--- src/rtl/rob_pkg.sv ---
`timescale 1ns/1ps
package rob_pkg;
  localparam int NUM_FU = 4;
  typedef enum logic [1:0] {
    FU_ALU  = 2'd0,
    FU_MEM  = 2'd1,
    FU_FADD = 2'd2,
    FU_FMUL = 2'd3
  } fu_e;
endpackage

--- src/rtl/rob_alloc_ctrl.sv ---
`timescale 1ns/1ps
module rob_alloc_ctrl #(
  parameter int DEPTH = 8,
  parameter int TAG_W = 8
) (
  input  logic                       clk_i,
  input  logic                       rst_ni,
  input  logic [1:0]                 alloc_vld_i,
  input  logic [1:0]                 cmt_vld_i,
  output logic [1:0]                 alloc_rdy_o,
  output logic [1:0]                 acc_o,
  output logic [1:0][TAG_W-1:0]      alloc_tag_o,
  output logic [$clog2(DEPTH)-1:0]   head_idx_o
);
  localparam int IDX_W = $clog2(DEPTH);
  localparam logic [TAG_W-1:0] DEPTH_T = TAG_W'(DEPTH);

  logic [TAG_W-1:0] head_q, tail_q, occ;

  // occupancy ignores same-cycle commits: no retire-to-alloc bypass
  assign occ            = tail_q - head_q;
  assign alloc_rdy_o[0] = occ < DEPTH_T;
  assign alloc_rdy_o[1] = (DEPTH_T - occ) >= TAG_W'(2);
  assign acc_o[0]       = alloc_vld_i[0] & alloc_rdy_o[0];
  assign acc_o[1]       = acc_o[0] & alloc_vld_i[1] & alloc_rdy_o[1];
  assign alloc_tag_o[0] = tail_q;
  assign alloc_tag_o[1] = tail_q + TAG_W'(1);
  assign head_idx_o     = head_q[IDX_W-1:0];

  always_ff @(posedge clk_i or negedge rst_ni) begin
    if (!rst_ni) begin
      head_q <= '0;
      tail_q <= '0;
    end else begin
      tail_q <= tail_q + TAG_W'(acc_o[0]) + TAG_W'(acc_o[1]);
      head_q <= head_q + TAG_W'(cmt_vld_i[0]) + TAG_W'(cmt_vld_i[1]);
    end
  end
endmodule

--- src/rtl/rob_age_picker.sv ---
`timescale 1ns/1ps
module rob_age_picker #(
  parameter int DEPTH = 8
) (
  input  logic [DEPTH-1:0]           req_i,
  input  logic [$clog2(DEPTH)-1:0]   head_idx_i,
  output logic                       gnt_vld_o,
  output logic [$clog2(DEPTH)-1:0]   gnt_idx_o
);
  localparam int IDX_W = $clog2(DEPTH);

  // scan from head so the first hit is the oldest
  always_comb begin
    logic             found;
    logic [IDX_W-1:0] idx;
    found     = 1'b0;
    gnt_idx_o = '0;
    for (int k = 0; k < DEPTH; k++) begin
      idx = head_idx_i + IDX_W'(k);
      if (!found && req_i[idx]) begin
        found     = 1'b1;
        gnt_idx_o = idx;
      end
    end
    gnt_vld_o = found;
  end
endmodule

--- src/rtl/rob_retire.sv ---
`timescale 1ns/1ps
module rob_retire #(
  parameter int DEPTH = 8,
  parameter int TAG_W = 8
) (
  input  logic [DEPTH-1:0]             vld_i,
  input  logic [DEPTH-1:0]             done_i,
  input  logic [DEPTH-1:0][TAG_W-1:0]  dst_i,
  input  logic [$clog2(DEPTH)-1:0]     head_idx_i,
  output logic [1:0]                   cmt_vld_o,
  output logic [1:0][TAG_W-1:0]        cmt_tag_o
);
  localparam int IDX_W = $clog2(DEPTH);

  logic [IDX_W-1:0] idx1;

  assign idx1         = head_idx_i + IDX_W'(1);
  assign cmt_vld_o[0] = vld_i[head_idx_i] & done_i[head_idx_i];
  assign cmt_vld_o[1] = cmt_vld_o[0] & vld_i[idx1] & done_i[idx1];
  assign cmt_tag_o[0] = dst_i[head_idx_i];
  assign cmt_tag_o[1] = dst_i[idx1];
endmodule

--- src/rtl/rob_dual_issue.sv ---
`timescale 1ns/1ps
module rob_dual_issue
  import rob_pkg::*;
#(
  parameter int DEPTH  = 8,
  parameter int TAG_W  = 8,
  parameter int NUM_WB = 4
) (
  input  logic                           clk_i,
  input  logic                           rst_ni,
  input  logic [1:0]                     alloc_vld_i,
  input  logic [1:0][1:0]                alloc_fu_i,
  input  logic [1:0][TAG_W-1:0]          alloc_src1_tag_i,
  input  logic [1:0]                     alloc_src1_rdy_i,
  input  logic [1:0][TAG_W-1:0]          alloc_src2_tag_i,
  input  logic [1:0]                     alloc_src2_rdy_i,
  output logic [1:0]                     alloc_rdy_o,
  output logic [1:0][TAG_W-1:0]          alloc_tag_o,
  output logic [NUM_FU-1:0]              disp_vld_o,
  output logic [NUM_FU-1:0][TAG_W-1:0]   disp_tag_o,
  input  logic [NUM_WB-1:0]              wb_vld_i,
  input  logic [NUM_WB-1:0][TAG_W-1:0]   wb_tag_i,
  output logic [1:0]                     cmt_vld_o,
  output logic [1:0][TAG_W-1:0]          cmt_tag_o
);
  localparam int IDX_W = $clog2(DEPTH);

  // entry storage
  logic [DEPTH-1:0]            ent_vld, ent_disp, ent_done;
  logic [DEPTH-1:0]            ent_s1_rdy, ent_s2_rdy;
  logic [DEPTH-1:0][1:0]       ent_fu;
  logic [DEPTH-1:0][TAG_W-1:0] ent_s1_tag, ent_s2_tag, ent_dst;

  logic [1:0]                  acc;
  logic [IDX_W-1:0]            head_idx;
  logic [1:0]                  slot_s1_wb, slot_s2_wb;
  logic [DEPTH-1:0]            s1_wake, s2_wake, done_hit, disp_set, cmt_clr;
  logic [DEPTH-1:0]            new_hit, new_sel;
  logic [NUM_FU-1:0][DEPTH-1:0] fu_req;
  logic [NUM_FU-1:0]           gnt_vld;
  logic [NUM_FU-1:0][IDX_W-1:0] gnt_idx;

  rob_alloc_ctrl #(.DEPTH(DEPTH), .TAG_W(TAG_W)) u_alloc (
    .clk_i       (clk_i),
    .rst_ni      (rst_ni),
    .alloc_vld_i (alloc_vld_i),
    .cmt_vld_i   (cmt_vld_o),
    .alloc_rdy_o (alloc_rdy_o),
    .acc_o       (acc),
    .alloc_tag_o (alloc_tag_o),
    .head_idx_o  (head_idx)
  );

  for (genvar u = 0; u < NUM_FU; u++) begin : g_fu
    rob_age_picker #(.DEPTH(DEPTH)) u_pick (
      .req_i      (fu_req[u]),
      .head_idx_i (head_idx),
      .gnt_vld_o  (gnt_vld[u]),
      .gnt_idx_o  (gnt_idx[u])
    );
    assign disp_vld_o[u] = gnt_vld[u];
    assign disp_tag_o[u] = ent_dst[gnt_idx[u]];
  end

  rob_retire #(.DEPTH(DEPTH), .TAG_W(TAG_W)) u_retire (
    .vld_i      (ent_vld),
    .done_i     (ent_done),
    .dst_i      (ent_dst),
    .head_idx_i (head_idx),
    .cmt_vld_o  (cmt_vld_o),
    .cmt_tag_o  (cmt_tag_o)
  );

  // wakeups for instructions being accepted this cycle
  always_comb begin
    for (int k = 0; k < 2; k++) begin
      slot_s1_wb[k] = alloc_src1_rdy_i[k];
      slot_s2_wb[k] = alloc_src2_rdy_i[k];
      for (int w = 0; w < NUM_WB; w++) begin
        if (wb_vld_i[w] && wb_tag_i[w] == alloc_src1_tag_i[k]) slot_s1_wb[k] = 1'b1;
        if (wb_vld_i[w] && wb_tag_i[w] == alloc_src2_tag_i[k]) slot_s2_wb[k] = 1'b1;
      end
    end
  end

  // per-entry next-state terms
  always_comb begin
    for (int i = 0; i < DEPTH; i++) begin
      s1_wake[i]  = 1'b0;
      s2_wake[i]  = 1'b0;
      done_hit[i] = 1'b0;
      for (int w = 0; w < NUM_WB; w++) begin
        if (wb_vld_i[w] && wb_tag_i[w] == ent_s1_tag[i]) s1_wake[i] = 1'b1;
        if (wb_vld_i[w] && wb_tag_i[w] == ent_s2_tag[i]) s2_wake[i] = 1'b1;
        if (wb_vld_i[w] && wb_tag_i[w] == ent_dst[i])    done_hit[i] = ent_vld[i];
      end
      disp_set[i] = 1'b0;
      for (int u = 0; u < NUM_FU; u++) begin
        fu_req[u][i] = ent_vld[i] & ~ent_disp[i] & ent_s1_rdy[i] & ent_s2_rdy[i]
                       & (ent_fu[i] == 2'(u));
        if (gnt_vld[u] && gnt_idx[u] == IDX_W'(i)) disp_set[i] = 1'b1;
      end
      cmt_clr[i] = (cmt_vld_o[0] && head_idx == IDX_W'(i)) ||
                   (cmt_vld_o[1] && head_idx + IDX_W'(1) == IDX_W'(i));
      new_sel[i] = acc[1] && alloc_tag_o[1][IDX_W-1:0] == IDX_W'(i);
      new_hit[i] = new_sel[i] || (acc[0] && alloc_tag_o[0][IDX_W-1:0] == IDX_W'(i));
    end
  end

  always_ff @(posedge clk_i or negedge rst_ni) begin
    if (!rst_ni) begin
      ent_vld    <= '0;
      ent_disp   <= '0;
      ent_done   <= '0;
      ent_s1_rdy <= '0;
      ent_s2_rdy <= '0;
      ent_fu     <= '0;
      ent_s1_tag <= '0;
      ent_s2_tag <= '0;
      ent_dst    <= '0;
    end else begin
      for (int i = 0; i < DEPTH; i++) begin
        if (new_hit[i]) begin
          ent_vld[i]    <= 1'b1;
          ent_disp[i]   <= 1'b0;
          ent_done[i]   <= 1'b0;
          ent_fu[i]     <= alloc_fu_i[new_sel[i]];
          ent_s1_tag[i] <= alloc_src1_tag_i[new_sel[i]];
          ent_s2_tag[i] <= alloc_src2_tag_i[new_sel[i]];
          ent_s1_rdy[i] <= slot_s1_wb[new_sel[i]];
          ent_s2_rdy[i] <= slot_s2_wb[new_sel[i]];
          ent_dst[i]    <= alloc_tag_o[new_sel[i]];
        end else if (cmt_clr[i]) begin
          ent_vld[i] <= 1'b0;
        end else begin
          if (s1_wake[i])  ent_s1_rdy[i] <= 1'b1;
          if (s2_wake[i])  ent_s2_rdy[i] <= 1'b1;
          if (disp_set[i]) ent_disp[i]   <= 1'b1;
          if (done_hit[i]) ent_done[i]   <= 1'b1;
        end
      end
    end
  end
endmodule

--- config.mk ---
export PLATFORM = sky130hd
export DESIGN_NAME = rob_dual_issue
export DESIGN_NICKNAME = d
export VERILOG_FILES = /design/src/rtl/rob_pkg.sv /design/src/rtl/rob_alloc_ctrl.sv /design/src/rtl/rob_age_picker.sv /design/src/rtl/rob_retire.sv /design/src/rtl/rob_dual_issue.sv
export SDC_FILE = /design/constraint.sdc
export NUM_CORES = 2
export LEC_CHECK = 0
export ABC_CLOCK_PERIOD_IN_PS = 5900
export BUFFER_PORTS_ARGS = -buffer_cell sky130_fd_sc_hd__buf_4
export CAP_MARGIN = 20
export CELL_PAD_IN_SITES_DETAIL_PLACEMENT = 0
export CELL_PAD_IN_SITES_GLOBAL_PLACEMENT = 1
export CORE_ASPECT_RATIO = 0.5
export CORE_MARGIN = 2
export CORE_UTILIZATION = 44
export CTS_CLUSTER_SIZE = 8
export DETAILED_ROUTE_END_ITERATION = 10
export GPL_TIMING_DRIVEN = 0
export PLACE_DENSITY_LB_ADDON = 0.1
export SLEW_MARGIN = 30
export SYNTH_ARGS = -nofsm -noshare
export SYNTH_HDL_FRONTEND = slang
export SYNTH_SLANG_ARGS = --single-unit
--- constraint.sdc ---
create_clock -name clk_i -period 5.9 [get_ports clk_i]
set_input_delay 1.18 -clock clk_i [delete_from_list [all_inputs] [get_ports clk_i]]
set_output_delay 1.18 -clock clk_i [all_outputs]
set_load 0.05 [all_outputs]
==> impl_metrics.py <==
metrics = {
    "sta": {
        "fin_skew_ns": 0.0403,
        "period_share_pct": 100,
        "hold_slack_ns": 0.478,
        "setup_viol": 0,
        "maxSlewViolCount": 0,
        "rsz0062_at_grt": "yes",
        "worst_pin_slew_ns": 1.24,
        "min_period_ns": 5.90,
        "final-hold-violation-count": 0,
        "max_freq_mhz": 170,
        "relSlewSlack_pct": 17.2,
    },
    "setup_path": {
        "path_common_cell": "mux4_2",
        "reg2reg_to": "ent_vld[1]$_DFFE_PN0P_",
        "crit_family": "simple AND/OR/NAND/NOR gates",
        "crit_path_max_incr_delay_ns": 0.58,
        "critPathRequiredTime_ns": 4.72,
        "crit_path_max_fanout": 10,
        "crit_path_top_delay_cell": "mux4_2",
        "reg2reg_slack_ns": 0.38,
        "crit_path_cell_trace": "nand4b_1, nor3_4, buf_4, a21oi_1, mux4_2, nand3_2, nor4bb_1, o32a_1, nor2_2, buf_6, mux4_2, mux2_4, buf_8",
        "arrival_ns": 4.72,
        "crit_path_end_kind": "primary output",
        "rr_startpoint": "u_alloc.tail_q[0]$_DFF_PN0_",
        "path_class": "register to primary output",
        "worst-path-buf-inv": 3,
        "startpoint_type": "register",
        "r2r_cells": 15,
    },
    "routing": {
        "drt-initial-drc-count": 5596,
        "wl_um": 176000,
        "dr.pass1.iters": 6,
        "ant_nets": 0,
        "drc_errors": 0,
        "via_per_inst": 6.74,
        "wl_per_cell_um": 35.2,
        "num_vias": 33717,
    },
    "hold_path": {
        "min_path_type": "register to register",
        "worstHoldStart": "u_alloc.head_q[5]$_DFF_PN0_",
        "whs_path_depth": 1,
        "min_to": "u_alloc.head_q[5]$_DFF_PN0_",
    },
    "yosys": {
        "ys_ff_latch": 264,
        "syn_inst": 3758,
        "muxShareOfSynthArea_pct": 18.4,
        "ys_types": 109,
        "syn_area_sq_mm": 0.0320,
        "synthesis.nets": 3869,
        "ys_warn_count": 0,
        "avgSynthCellArea_sq_um": 8.52,
        "synth-xor-area-share_pct": 25.3,
        "synth-compound-area-share_pct": 11.0,
        "synthSimpleGateAreaFrac_pct": 16.2,
        "dominantRegCellSynth": "dfrtp_1",
        "async_flop_share_pct": 100,
        "synth-edff-count": 0,
        "ys_seq_area_share_pct": 20.6,
        "synth_top_family_by_area": "XOR/XNOR gates",
        "synth_fa_ha_area_share_pct": 1.28,
    },
    "flow_run": {
        "maxCapViolations": 0,
    },
    "global_route": {
        "grt.total_usage_pct": 45.9,
        "grt_pass1_wl_um": 244000,
        "grt_pass1_vias": 31387,
        "grt_max_degree": 73,
        "antenna_found_initial": 5,
        "gr-total-overflow": 0,
    },
    "clock_tree": {
        "clk_path_buf_depth": 3,
        "holdBufCountCts": 0,
        "numCtsBuffers": 39,
        "cts-root-buf": "clkbuf_16",
        "clk_pin_slew_ns": 0.05,
        "clock-sinks": 264,
        "htreeDepth": 2,
        "clk_latency_ns": 0.60,
        "cts_tree": "built",
    },
    "layout": {
        "stdcell_area_sq_mm": 0.0386,
        "drive_gt1_share_pct": 21.7,
        "layout_common_cells": "xor2_1, mux2i_1, nor2_1, dfrtp_1, a21oi_1",
        "fin_util_pct": 54.0,
        "final_net_count": 4150,
        "area_growth_pct": 20.5,
        "final_common_cell": "xor2_1",
    },
    "die": {
        "die_x_um": 385,
        "placementRows": 69,
        "num_io_pins": 152,
        "die_area_sq_mm": 0.0751,
        "core_sq_mm": 0.0715,
        "initial_core_util_pct": 44.8,
        "die_h_um": 195,
    },
    "placement": {
        "post_dp_cell_area_sq_mm": 0.0349,
        "dpl.hpwl_um": 123000,
        "routabilityCongestion": 1.01,
        "portBuffers": 111,
    },
    "pwr": {
        "vdd_ir_drop_max_mv": 0.919,
        "power_uw": 25600,
        "p_leak_uw": 0.0178,
        "p_per_area_mw_per_mm2": 665,
    },
    "outcome": {
        "status": "finished, final reports clean",
    },
}
[per-stage QoR]
step | setup slack (ns) | setup TNS (ns) | instances
finish | 0.00213 | 0 | 5004
global route | -0.0475 | -0.282 | 5001
CTS | -0.182 | -2.91 | 4981
detailed placement | -1.83 | -157.84 | 4846
global placement | -1.79 | -177.54 | 4827
floorplan | 0.00496 | 0 | 3758
[layout make-up]
class | instances | area (sq um)
diodes | 3 | 7.51
plain buffers | 492 | 2640
clock buffers | 44 | 1040
clock inverters | 1 | 7.51
fillers | 6675 | 32900
inverters | 46 | 213
multi-input cells | 2950 | 24300
flip-flops and latches | 264 | 6610
well taps | 958 | 1200
repair buffers | 246 | 2530
[cells by family (layout without fill, tap and decap cells)]
family / after synthesis / count (layout)
muxes: 460 / 460
other: 0 / 3
AOI/OAI and AO/OA: 543 / 543
xor gates and xnor gates: 922 / 922
DFF: 264 / 264
buffers and inverters: 544 / 829
adders and majority gates: 31 / 31
and+or+nand+nor: 994 / 994
[how the worst max path moves through the flow]
stage,depth (start not counted),endpoint,from
after floorplan,20,disp_tag_o[14],u_alloc.head_q[0]$_DFF_PN0_
after global placement,18,disp_tag_o[7],u_alloc.head_q[0]$_DFF_PN0_
after detailed placement,16,cmt_tag_o[9],u_alloc.head_q[0]$_DFF_PN0_
after CTS,21,disp_tag_o[8],u_alloc.head_q[1]$_DFF_PN0_
after global routing,15,disp_tag_o[7],u_alloc.head_q[1]$_DFF_PN0_
final,13,disp_tag_o[7],ent_s2_rdy[0]$_DFFE_PN0P_
[registers in the layout, summed over array words and instances, names as in the netlist, 16 cells and up]
register and cells:
ent_dst 64, ent_fu 16, ent_s2_tag 64, ent_s1_tag 64
[cell usage after synthesis (all sizes together), types with 93 or more instances]
master	n	share of area, %
nand4	110	2.1
nand2	163	1.9
mux2i	317	9.9
dfrtp	264	21
nor3	105	1.8
xor2	728	20
nand3	93	1.5
mux4	97	6.8
a21oi	254	4.0
nor4	139	2.7
buf	188	2.9
nor2	280	3.3
clkbuf	310	3.9
xnor2	194	5.3
[where the power goes]
group	switching (uW)	leakage, uW	total, uW	internal (uW)
Combinational	12000	0.0140	20300	8320
Clock	952	0.000509	2170	1220
Sequential	615	0.00330	3160	2540
Total	13600	0.0178	25600	12100
[what timing repair did]
item	in CTS	in global routing
pin swaps	63	39
resized for setup	291	79
setup endpoints to repair	296	32
buffers inserted	88	24
cloned	5	1
[metal layers]
layer / up-vias / track usage (%) / wire, um
met5: - / 0 / 18
met4: 2 / 22.3 / 10400
met3: 560 / 12.2 / 23800
met2: 2713 / 64.7 / 70800
met1: 16727 / 64.4 / 71300
li1: 13715 / - / -
Note: power is estimated with default switching activity, not from simulation.
